--- config.mk ---
export PLATFORM = sky130hd
export DESIGN_NAME = dma_xfer_ctrl
export DESIGN_NICKNAME = d
export VERILOG_FILES = /design/src/rtl/dma_xfer_pkg.sv /design/src/rtl/dma_hold_timer.sv /design/src/rtl/dma_port_steer.sv /design/src/rtl/dma_xfer_ctrl.sv
export SDC_FILE = /design/constraint.sdc
export NUM_CORES = 1
export LEC_CHECK = 0
export ABC_AREA = 1
export BUFFER_PORTS_ARGS = -buffer_cell sky130_fd_sc_hd__clkbuf_2
export CORE_MARGIN = 5
export CORE_UTILIZATION = 48
export DETAILED_ROUTE_END_ITERATION = 8
export PLACE_DENSITY = 0.82
export SYNTH_ARGS = -nofsm -noshare
export SYNTH_HDL_FRONTEND = slang
export SYNTH_SLANG_ARGS = --single-unit
--- constraint.sdc ---
create_clock -name clk -period 2.4 [get_ports clk]
set_clock_uncertainty 0.2 [all_clocks]
set_input_delay 0.48 -clock clk [delete_from_list [all_inputs] [get_ports clk]]
set_output_delay 0.48 -clock clk [all_outputs]
set_load 0.03 [all_outputs]
--- src/rtl/dma_xfer_pkg.sv ---
package dma_xfer_pkg;

    typedef enum logic [1:0] {
        SEL_CTRL  = 2'd0,
        SEL_ADDR  = 2'd1,
        SEL_COUNT = 2'd2,
        SEL_HOLD  = 2'd3
    } reg_sel_e;

    localparam int CTL_ARM   = 0;
    localparam int CTL_DIR   = 1;
    localparam int CTL_BURST = 2;

endpackage

--- src/rtl/dma_hold_timer.sv ---
module dma_hold_timer #(
    parameter int HOLD_W = 4
) (
    input  logic              clk,
    input  logic              rst_n,
    input  logic              clr,
    input  logic              inc,
    input  logic [HOLD_W-1:0] limit,
    output logic              expire
);
    logic [HOLD_W-1:0] cnt_d, cnt_q;
    logic [HOLD_W-1:0] cnt_nx;

    assign cnt_nx = HOLD_W'(cnt_q + 1'b1);
    assign expire = inc && (limit != '0) && (cnt_nx == limit);

    always_comb begin
        cnt_d = cnt_q;
        if (clr) begin
            cnt_d = '0;
        end else if (inc) begin
            cnt_d = expire ? '0 : cnt_nx;
        end
    end

    always_ff @(posedge clk or negedge rst_n) begin
        if (!rst_n) cnt_q <= '0;
        else        cnt_q <= cnt_d;
    end

    AST_HOLD_BOUND: assert property (@(posedge clk) disable iff (!rst_n)
        (limit != '0) |-> (cnt_q < limit));

endmodule

--- src/rtl/dma_port_steer.sv ---
module dma_port_steer #(
    parameter int ADDR_W = 16,
    parameter int DATA_W = 16
) (
    input  logic              active,
    input  logic              dir_in,
    input  logic [ADDR_W-1:0] addr,
    input  logic [DATA_W-1:0] dev_rdata,
    input  logic [DATA_W-1:0] mem_rdata,
    output logic              mem_we,
    output logic [ADDR_W-1:0] mem_addr,
    output logic [DATA_W-1:0] mem_wdata,
    output logic [DATA_W-1:0] dev_wdata
);
    always_comb begin
        mem_we    = active && dir_in;
        mem_addr  = active ? addr : '0;
        mem_wdata = (active && dir_in)  ? dev_rdata : '0;
        dev_wdata = (active && !dir_in) ? mem_rdata : '0;
    end
endmodule

--- src/rtl/dma_xfer_ctrl.sv ---
module dma_xfer_ctrl
    import dma_xfer_pkg::*;
#(
    parameter int ADDR_W = 16,
    parameter int CNT_W  = 8,
    parameter int HOLD_W = 4,
    parameter int DATA_W = 16,
    parameter int REG_W  = 16
) (
    input  logic              clk,
    input  logic              rst_n,
    input  logic              reg_wr,
    input  logic [1:0]        reg_sel,
    input  logic [REG_W-1:0]  reg_wdata,
    input  logic              dev_req,
    output logic              dev_ack,
    output logic              svc_req,
    input  logic [DATA_W-1:0] dev_rdata,
    output logic [DATA_W-1:0] dev_wdata,
    output logic              bus_req,
    input  logic              bus_grant,
    input  logic              bus_idle,
    input  logic              irq_hi,
    output logic              mem_en,
    output logic              mem_we,
    output logic [ADDR_W-1:0] mem_addr,
    output logic [DATA_W-1:0] mem_wdata,
    input  logic [DATA_W-1:0] mem_rdata,
    output logic              st_enable,
    output logic [ADDR_W-1:0] st_addr,
    output logic [CNT_W-1:0]  st_count,
    output logic              irq
);
    typedef struct packed {
        logic              enable;
        logic              dir_in;
        logic              burst;
        logic              bus_req;
        logic              gap;
        logic              done;
        logic [ADDR_W-1:0] addr;
        logic [CNT_W-1:0]  count;
        logic [HOLD_W-1:0] hold_lim;
    } ctl_t;

    ctl_t     s_d, s_q;
    reg_sel_e sel;
    logic     granted, move, expire, hold_clr, release_bus;

    assign sel      = reg_sel_e'(reg_sel);
    assign granted  = s_q.bus_req && bus_grant;
    assign move     = granted && s_q.enable && dev_req &&
                      (s_q.burst ? !irq_hi : bus_idle);
    assign hold_clr = !s_q.bus_req;

    dma_hold_timer #(.HOLD_W(HOLD_W)) u_hold (
        .clk    (clk),
        .rst_n  (rst_n),
        .clr    (hold_clr),
        .inc    (move),
        .limit  (s_q.hold_lim),
        .expire (expire)
    );

    dma_port_steer #(.ADDR_W(ADDR_W), .DATA_W(DATA_W)) u_steer (
        .active    (move),
        .dir_in    (s_q.dir_in),
        .addr      (s_q.addr),
        .dev_rdata (dev_rdata),
        .mem_rdata (mem_rdata),
        .mem_we    (mem_we),
        .mem_addr  (mem_addr),
        .mem_wdata (mem_wdata),
        .dev_wdata (dev_wdata)
    );

    always_comb begin
        release_bus = s_q.burst && s_q.enable && granted && (irq_hi || expire);
        s_d = s_q;

        if (move) begin
            s_d.addr  = ADDR_W'(s_q.addr + 1'b1);
            s_d.count = CNT_W'(s_q.count - 1'b1);
        end
        if (release_bus) begin
            s_d.bus_req = 1'b0;
            s_d.gap     = 1'b1;
        end
        if (s_q.gap) begin
            s_d.gap     = 1'b0;
            s_d.bus_req = s_q.enable;
        end
        if (move && (s_q.count == CNT_W'(1))) begin
            s_d.enable  = 1'b0;
            s_d.bus_req = 1'b0;
            s_d.gap     = 1'b0;
            s_d.done    = 1'b1;
        end

        if (reg_wr) begin
            if (!s_q.enable) begin
                case (sel)
                    SEL_CTRL: begin
                        s_d.dir_in = reg_wdata[CTL_DIR];
                        s_d.burst  = reg_wdata[CTL_BURST];
                        s_d.done   = 1'b0;
                        if (reg_wdata[CTL_ARM]) begin
                            if (s_q.count == '0) begin
                                s_d.done = 1'b1;
                            end else begin
                                s_d.enable  = 1'b1;
                                s_d.bus_req = 1'b1;
                                s_d.gap     = 1'b0;
                            end
                        end
                    end
                    SEL_ADDR:  s_d.addr     = reg_wdata[ADDR_W-1:0];
                    SEL_COUNT: s_d.count    = reg_wdata[CNT_W-1:0];
                    SEL_HOLD:  s_d.hold_lim = reg_wdata[HOLD_W-1:0];
                    default:   s_d.addr     = s_q.addr;
                endcase
            end else if ((sel == SEL_CTRL) && !reg_wdata[CTL_ARM]) begin
                s_d.enable  = 1'b0;
                s_d.bus_req = 1'b0;
                s_d.gap     = 1'b0;
            end
        end
    end

    always_ff @(posedge clk or negedge rst_n) begin
        if (!rst_n) s_q <= '0;
        else        s_q <= s_d;
    end

    assign dev_ack   = move;
    assign mem_en    = move;
    assign svc_req   = dev_req && !s_q.enable;
    assign bus_req   = s_q.bus_req;
    assign st_enable = s_q.enable;
    assign st_addr   = s_q.addr;
    assign st_count  = s_q.count;
    assign irq       = s_q.done;

    AST_NO_BUS_WITHOUT_GRANT: assert property (@(posedge clk) disable iff (!rst_n)
        mem_en |-> (bus_req && bus_grant));
    AST_STEAL_IDLE_ONLY: assert property (@(posedge clk) disable iff (!rst_n)
        (mem_en && !s_q.burst) |-> bus_idle);
    AST_IRQ_RELEASE: assert property (@(posedge clk) disable iff (!rst_n)
        (s_q.burst && s_q.enable && granted && irq_hi) |=> !bus_req);
    AST_ADDR_STEP: assert property (@(posedge clk) disable iff (!rst_n)
        mem_en |=> (st_addr == ADDR_W'($past(st_addr) + 1'b1)));
    AST_COUNT_STEP: assert property (@(posedge clk) disable iff (!rst_n)
        mem_en |=> (st_count == CNT_W'($past(st_count) - 1'b1)));
    AST_DONE_QUIET: assert property (@(posedge clk) disable iff (!rst_n)
        $rose(irq) |-> (!bus_req && !st_enable));
    AST_GAP_RETURN: assert property (@(posedge clk) disable iff (!rst_n)
        ($fell(bus_req) && st_enable) |=> (bus_req || !st_enable));
    AST_ABORT: assert property (@(posedge clk) disable iff (!rst_n)
        (reg_wr && st_enable && (reg_sel == 2'd0) && !reg_wdata[CTL_ARM])
        |=> (!st_enable && !bus_req));

endmodule

### After elaboration in Yosys (flattened, before gate mapping)

Cells that the tools add are included.
W data, S select, Z words.

| storage, ports and cells | value |
|---|---|
| output and inout port bits | 79 |
| bits in writable memories | 0 |
| register bits | 38 |
| ROM bits | 0 |
| memories kept | 0 |
| bits of input ports | 57 |
| bits in latches | 0 |
| logic and storage cells | 72 |

| cells by class | value |
|---|---|
| reduce and logical (&&, ||, !) cells | 24 |
| divide/modulo/power cells | 0 |
| $mul | 0 |
| equal/unequal tests | 6 |
| multiplexer cells | 28 |
| shift operators | 0 |
| bitwise gates (word level) | 1 |
| order comparisons | 0 |
| add/sub/neg operators | 3 |

Operator list:

| kind | count |
|---|---|
| $mux W16 | 4 |
| $mux W34 | 1 |
| $mux W29 | 1 |
| $mux W24 | 1 |
| $add A16 B1 Y16 const B | 1 |
| $mux W4 | 4 |
| $logic_and A1 B1 Y1 | 14 |
| $mux W2 | 6 |
| $eq A8 B1 Y1 const B | 1 |
| $logic_not A8 Y1 | 1 |
| $mux W8 | 1 |
| $sub A8 B1 Y8 const B | 1 |
| $mux W1 | 7 |
| $mux W3 | 2 |
| $mux W6 | 1 |
| $reduce_and A3 Y1 | 2 |
| $add A4 B1 Y4 const B | 1 |
| $eq A2 B2 Y1 const B | 2 |
| $eq A4 B4 Y1 | 1 |
| $logic_not A1 Y1 | 4 |
| $reduce_bool A4 Y1 | 1 |
| $eq A2 B1 Y1 const B | 1 |
| $logic_not A2 Y1 | 1 |
| $ne A2 B1 Y1 const B | 1 |
| other kinds (2) | 2 |

### Depth between registers and ports, before layout

Gate-level depths: netlist of the first run.

| depth | value |
|---|---|
| word-level depth | 16 |
| depth in mapped cells | 14 |

### Modules after synthesis

From an unflattened synthesis of the first run, not the netlist that was laid out.

| second synthesis, totals | value |
|---|---|
| cells, all modules | 474 |
| area total of the unflattened synthesis | 3269.4 µm² |

Modules (own cells, without submodules):

| module | area an instance (µm²) | cells each | times used |
|---|---|---|---|
| dma_xfer_ctrl | 2337.2 | 315 | 1 |
| dma_port_steer | 591.8 | 104 | 1 |
| dma_hold_timer | 340.3 | 55 | 1 |

### Worst setup path after synthesis of the first run

No wires, ideal clock.

| timing | value |
|---|---|
| path kind | register to output |
| start point | reg s_q, in the netlist st_enable |
| end point | out mem_wdata[10] |
| data required time | 1.720 ns |
| path slack | -0.279 ns |
| data arrival time | 1.999 ns |
| stages on the path, launching flop included | 8 |
| cell sequence | dfrtp_1 -> nand3_2 -> nor2_2 -> nand2_4 -> nor2_2 -> inv_2 -> buf_2 -> nor2_1 |

| between the ends | value |
|---|---|
| word-level cells in the longest chain between the ends | 5 |

Ends and longest elaborated chain:

| element | line | RTL |
|---|---|---|
| start, declared | dma_xfer_ctrl.sv:46 | `ctl_t s_d, s_q;` |
| start signal, assigned | dma_xfer_ctrl.sv:131 | `if (!rst_n) s_q <= '0;` |
| start signal, assigned | dma_xfer_ctrl.sv:132 | `else s_q <= s_d;` |
| $logic_and A1 B1 Y1 (3 in series) | dma_xfer_ctrl.sv:52 | `assign move = granted && s_q.enable && dev_req &&` |
| $logic_and A1 B1 Y1 | n/a |  |
| named net mem_we | dma_xfer_ctrl.sv:25 | `output logic mem_we,` |
| $mux W16 | dma_port_steer.sv:18 | `mem_wdata = (active && dir_in) ? dev_rdata : '0;` |
| end, declared | dma_xfer_ctrl.sv:27 | `output logic [DATA_W-1:0] mem_wdata,` |

The timed path passes the listed nets, and every way through them passes these cells.

### Worst setup path after layout of the first run

| timing | value |
|---|---|
| start point | reg s_q[31] (netlist bit) |
| end point | out mem_en |

| between the ends | value |
|---|---|
| word-level cells in the longest chain between the ends | 2 |

Ends and longest elaborated chain:

| element | line | RTL |
|---|---|---|
| $mux W1 | dma_xfer_ctrl.sv:53 | `(s_q.burst ? !irq_hi : bus_idle);` |
| $logic_and A1 B1 Y1 | dma_xfer_ctrl.sv:52 |  |
| end, declared | dma_xfer_ctrl.sv:24 | `output logic mem_en,` |

No other way between the ends.

==> results by group, run 1 <==
Run status
  – Status: complete, no violations

Timing
  – Final Cycle Share: 98.3%
  – Fin crit period: 2.36 ns
  – Worst Max-Slew Pin Slew: 0.449 ns
  – Worst rel slew slack: 69.9%
  – Final hold slack: 0.162 ns
  – Fin. Hold Viols: 0
  – Max-slew violations: 0
  – Setup violators final: 0
  – RSZ-0062 raised after global routing: true
  – FMAX: 424 MHz

Placement
  – RD Place Congestion: 0.944
  – IO buf count: 135
  – Dpl hpwl: 7090 um
  – DP Cell Count: 636

Synth
  – Share of the synthesized area in the top cell type: 32.2%
  – Post-synthesis instance total: 452
  – Mapped Avg Cell Area: 6.54 um2
  – Number of flops mapped to enable cells by yosys: 0
  – Register area share after synthesis: 32.2%
  – Post-Syn Area: 2960 um2
  – Top cells by area, synth: dfrtp_1, inv_1, nand2_1
  – Most frequent cells after synthesis: inv_1, nand2_1, nor2_1
  – Number of distinct library cells after synthesis: 34
  – Synth Net Count: 514
  – Synth Register Bits: 38
  – Yosys warns: 0
  – Top cell type by total area after synthesis: dfrtp_1
  – Top FF cell, synth: dfrtp_1
  – Post-synthesis async set-or-reset flop share: 100%
  – Top-count cell post-synth: inv_1

Power
  – Worst vdd ir: 0.638 mV
  – PwrDens: 880 nW/um2
  – Leakage: 2.25 nW

Critical path
  – Reg2Reg Launch Point: s_q[31]
  – Worst Path Max Fanout: 15
  – Critical path type: flop to primary output
  – CP Cell Sequence: nand2_1 > o21ai_0 > nor2_2 > buf_4 > clkbuf_2
  – Reg2Reg Setup Slack: 0.30 ns
  – Max incr delay on CP: 0.46 ns
  – Critical Path End Type: primary output
  – Worst EP required: 1.72 ns
  – Crit path from: s_q[31]
  – CP Launch Type: flop
  – Slowest cell on the critical path: dfrtp_2
  – CP Data Arrival Time: 1.68 ns
  – R2R cell count: 13

Die
  – Die Y: 88.5 um
  – IO Pins: 136
  – Initial Utilization: 49.6%
  – DIE AREA: 7830 um2
  – DIE WIDTH: 88.5 um
  – Num rows: 28
  – Core area: 5960 um2

Final layout
  – Final nets: 634
  – Share of layout cells above drive strength 1: 33.2%
  – Layout Cells excl Fill: 648
  – Area Growth Syn to Fin: 28.0%
  – Inserted Diodes: 0

GRT
  – Met2 GRT Util: 41.9%
  – First-pass GRT wire length: 13800 um
  – Total grt overflow: 0
  – Met3 Use GR: 4.93%
  – Initial antenna violation count: 0
  – GR met1 Demand/Resource: 25.6%
  – Largest net degree at the start of global routing: 28
  – GRT busiest layer: met2
  – Vias in the first global route: 3085
  – Global-route usage over all layers: 22.5%

Drt
  – Post-DR vias/cell: 4.96
  – Total Routed Length: 8800 um
  – Routed vias: 3215
  – Drt drc: 0
  – Wire per inst: 13.6 um
  – Pre-antenna DRT Iters: 4
  – Antenna-violating nets left: 0
  – Initial DRC count: 162

CTS
  – Clock buffer count from CTS: 5
  – Clk_lat worst skew: 0.29 ns
  – CTS root buffer: clkbuf_8
  – Clk sink count: 38
  – H-tree depth: 2
  – Clock slew at the register clock pins of the worst setup and hold paths: 0.08 ns
  – CTS tree: built
  – Clk buf depth: 2

Run
  – Max Cap Viol: 0

Hold path
  – Hold path cells: 2
  – Hold_sp: reg_wr
  – Min-Delay Path Class: input port to flop
## per-layer routing
layer | up-vias | wire, um
met2 | 130 | 4580
met4 | 0 | 154
met3 | 15 | 765
li1 | 1600 | -
met5 | - | 0
met1 | 1470 | 3300
## worst paths after layout
check | end
max in group asynchronous | s_q[31]
max reg2reg | bus_req
min | s_q[29]
min in group asynchronous | st_count[2]
min reg2reg | s_q[32]
max | mem_en
## cells in the final DEF, fill, tap and decap left out, drive strengths merged
master and count:
a21oi 5, a31oi 2, buf 28, bufinv 1, clkbuf 125, dfrtp 38
dlygate4sd3 1, ha 5, inv 95, mux2i 1, nand2 93, nand3 22
nand3b 2, nand4 11, nor2 80, nor3 6, nor3b 1, nor4 2
o211ai 6, o21ai 31, o22ai 2, o31ai 1, or2 4, xnor2 1
xor2 10
## power breakdown
part	internal, mW	leakage [nW]	total (mW)	switching [mW]
logic	0.518	1.73	1.65	1.13
clock network	0.339	0.0585	0.568	0.229
registers	0.856	0.461	1.11	0.258
total	1.71	2.25	3.33	1.62
## timing repair
| action | CTS | global route |
|---|---|---|
| pin swaps | 0 | 1 |
| buffers inserted | 0 | 3 |
| resized for setup | 5 | 48 |
| hold buffers | 1 | 0 |
| endpoints found under the hold margin | 3 | 0 |
| endpoints found under the setup margin | 18 | 49 |
## metrics by stage
| step | TNS [ns] | total power [mW] | util, % | worst slack [ns] | area (um2) |
|---|---|---|---|---|---|
| after CTS | 0 | 3.32 | 62.4 | 0.00240 | 3720 |
| final | 0 | 3.33 | 63.5 | 0.0399 | 3780 |
| after floorplan | 0 | 2.46 | - | 0.0198 | 2990 |
| after global routing | -0.352 | 3.59 | 63.5 | -0.0542 | 3780 |
| after detailed placement | 0 | 2.74 | 60.0 | 0.140 | 3570 |
| after global placement | 0 | 2.70 | 60.0 | 0.182 | 3570 |
## critical path, delay by kind of cell, from the launching register on
kind	cells	cell delay, ns
AO/OA/AOI/OAI	1	0.09
buffers and inverters	2	0.52
flip-flops	1	0.46
AND/OR/NAND/NOR	2	0.30
## registers in the layout, indices dropped and copies added, names as in the netlist
| register | count |
|---|---|
| st_addr | 16 |
| st_count | 8 |
| s_q | 7 |
| u_hold.cnt_q | 4 |
| bus_req | 1 |
| irq | 1 |
| st_enable | 1 |
## cells by family (layout without fill, tap and decap cells)
| logic type | Yosys count | in the layout | synth area share (%) |
|---|---|---|---|
| fa+ha+maj | 5 | 5 | 2.12 |
| xor+xnor | 11 | 11 | 3.26 |
| mux | 1 | 1 | 0.339 |
| flops | 38 | 38 | 32.2 |
| buf+inv | 129 | 250 | 20.3 |
| simple gates | 221 | 221 | 33.0 |
| compound gates | 47 | 47 | 8.84 |
## layout make-up
type	instances	area, um2
Sequential cell	38	953
Inverter	95	359
Clock buffer	7	86.3
Tap cell	75	93.8
Fill cell	552	2170
Clock inverter	1	30.0
Multi-Input combinational cell	285	1460
Timing Repair Buffer	147	806
(Power assumes the default switching activity.)
==> run 2, diff against run 1 <==
CORE_UTILIZATION = 49   (was 48)
CTS_BUF_LIST = sky130_fd_sc_hd__clkbuf_4   (was not set)
PLACE_DENSITY = 0.83   (was 0.82)
==> results by group, run 2 (synthesis gave the netlist of run 1 again) <==
Run status
  – Status: complete, no violations (unchanged)

Drt
  – Wire per inst: 13.7 um (was 13.6 um)
  – Pre-antenna DRT Iters: 5 (was 4)
  – Total Routed Length: 8900 um (was 8800 um)
  – Routed vias: 3235 (was 3215)
  – Antenna-violating nets left: 0 (unchanged)
  – Post-DR vias/cell: 4.97 (was 4.96)
  – Drt drc: 0 (unchanged)
  – Initial DRC count: 137 (was 162)

Timing
  – Max-slew violations: 0 (unchanged)
  – Final Cycle Share: 99.3% (was 98.3%)
  – Fin. Hold Viols: 0 (unchanged)
  – FMAX: 420 MHz (was 424 MHz)
  – Fin crit period: 2.38 ns (was 2.36 ns)
  – Setup slack after layout: 0.0169 ns (was 0.0399 ns)
  – Setup violators final: 0 (unchanged)
  – Worst Max-Slew Pin Slew: 0.497 ns (was 0.449 ns)
  – Setup TNS: 0 ns (unchanged)
  – Worst rel slew slack: 66.9% (was 69.9%)
  – RSZ-0062 raised after global routing: true (unchanged)

Final layout
  – Share of layout cells above drive strength 1: 34.4% (was 33.2%)
  – Final nets: 637 (was 634)
  – Max reg flops: 16 (unchanged)
  – Commonest non-fill, non-tap cell in the layout: clkbuf_2 (unchanged)
  – Most frequent cells in the layout: clkbuf_2, inv_1, nand2_1 (unchanged)
  – Area Growth Syn to Fin: 32.7% (was 28.0%)
  – Post-route cell area: 3920 um2 (was 3780 um2)
  – Layout Cells excl Fill: 651 (was 648)
  – Inserted Diodes: 0 (unchanged)
  – Fillers: 509 (was 552)

Run
  – Max Cap Viol: 0 (unchanged)

Die
  – IO Pins: 136 (unchanged)
  – DIE AREA: 7690 um2 (was 7830 um2)
  – Die Y: 87.7 um (was 88.5 um)
  – DIE WIDTH: 87.7 um (was 88.5 um)
  – Initial Utilization: 50.2% (was 49.6%)
  – Core area: 5890 um2 (was 5960 um2)
  – Num rows: 28 (unchanged)

Placement
  – RD Place Congestion: 0.924 (was 0.944)
  – Pre-CTS setup slack: 0.171 ns (was 0.140 ns)
  – Dpl hpwl: 6670 um (was 7090 um)
  – Post-DP Area: 3560 um2 (was 3570 um2)
  – IO buf count: 135 (unchanged)
  – DP Cell Count: 632 (was 636)

Power
  – Power, Total: 3.36 mW (was 3.33 mW)
  – Leakage: 2.29 nW (was 2.25 nW)
  – PwrDens: 856 nW/um2 (was 880 nW/um2)
  – Worst vdd ir: 0.711 mV (was 0.638 mV)

Critical path
  – Reg2Reg Setup Slack: 0.28 ns (was 0.30 ns)
  – Slowest cell on the critical path: dfrtp_2 (unchanged)
  – Reg2Reg Launch Point: st_addr[0] (was s_q[31])
  – CP Data Arrival Time: 1.70 ns (was 1.68 ns)
  – Worst Path Max Fanout: 16 (was 15)
  – Critical Path End Type: primary output (unchanged)
  – Critical path type: flop to primary output (unchanged)
  – CP Cell Sequence: a21oi_2 > nand2_4 > nor2_4 > inv_6 > nor2_1 > buf_4 (was nand2_1 > o21ai_0 > nor2_2 > buf_4 > clkbuf_2)
  – CP Launch Type: flop (unchanged)
  – Worst EP required: 1.72 ns (about the same)
  – Max incr delay on CP: 0.47 ns (was 0.46 ns)
  – Crit path from: s_q[31] (unchanged)

CTS
  – H-tree depth: 2 (unchanged)
  – Clk buf depth: 2 (unchanged)
  – Clk_lat worst skew: 0.36 ns (was 0.29 ns)
  – Clk sink count: 38 (unchanged)
  – Clock buffer count from CTS: 5 (unchanged)
  – CTS root buffer: clkbuf_4 (was clkbuf_8)
  – Clock slew at the register clock pins of the worst setup and hold paths: 0.13 ns (was 0.08 ns)
  – CTS tree: built (unchanged)

GRT
  – Initial antenna violation count: 0 (unchanged)
  – Global-route usage over all layers: 21.8% (was 22.5%)
  – First-pass GRT wire length: 13200 um (was 13800 um)
  – Vias in the first global route: 2891 (was 3085)
  – Largest net degree at the start of global routing: 39 (was 28)
  – Total grt overflow: 0 (unchanged)

Hold path
  – Min-Delay Path Class: input port to flop (unchanged)
  – Hold_sp: reg_wr (unchanged)
## run 2: cell type report
class / instances / area (um2) / share of cell area [%]
timing repair buffer: 149 / 923 / 23.5
sequential: 38 / 953 / 24.3
inverter: 95 / 362 / 9.22
tap: 75 / 93.8 / 2.39
multi-input combinational: 286 / 1490 / 38.0
clock inverter: 3 / 63.8 / 1.63
clock buffer: 5 / 37.5 / 0.957
## run 2: critical path: cells and delay by family (launching register included)
kind	cells	cell delay, ns
flip-flops	1	0.47
AO/OA/AOI/OAI	1	0.20
buffers and inverters	2	0.28
AND/OR/NAND/NOR	3	0.39
## run 2: repair_timing
action | 4_1_cts | 5_1_grt
hold buffers | 1 | 0
buffers inserted | 2 | 6
pin swaps | 2 | 4
setup endpoints to repair | 48 | 48
endpoints found under the hold margin | 38 | 0
cloned | 1 | 1
gates resized for setup | 10 | 106
## run 2: stage by stage
stage / hold slack [ns] / util (%)
final: 0.0951 / 66.7
after global placement: 0.277 / 60.4
after detailed placement: 0.306 / 60.4
after global routing: 0.0761 / 66.7
after CTS: 0.0876 / 63.6
after floorplan: -0.0156 / -
## run 2: worst paths after layout
check,endpoint,depth (start not counted)
setup reg to reg,st_addr[14],10
hold / removal,s_q[29],2
hold reg to reg,s_q[2],2
max in group asynchronous,s_q[31],3
setup / recovery,mem_wdata[2],6
min in group asynchronous,s_q[2],3
## run 2: layer usage
metal	track usage (%)	wire (um)	vias up
met5	0	0	-
met4	5.44	119	0
met3	3.95	707	12
met2	40.3	4590	132
met1	25.8	3480	1488
li1	-	-	1603
## run 2: power by group
group	switching, mW	internal, mW
Combinational	1.14	0.544
Clock	0.233	0.321
Sequential	0.273	0.854
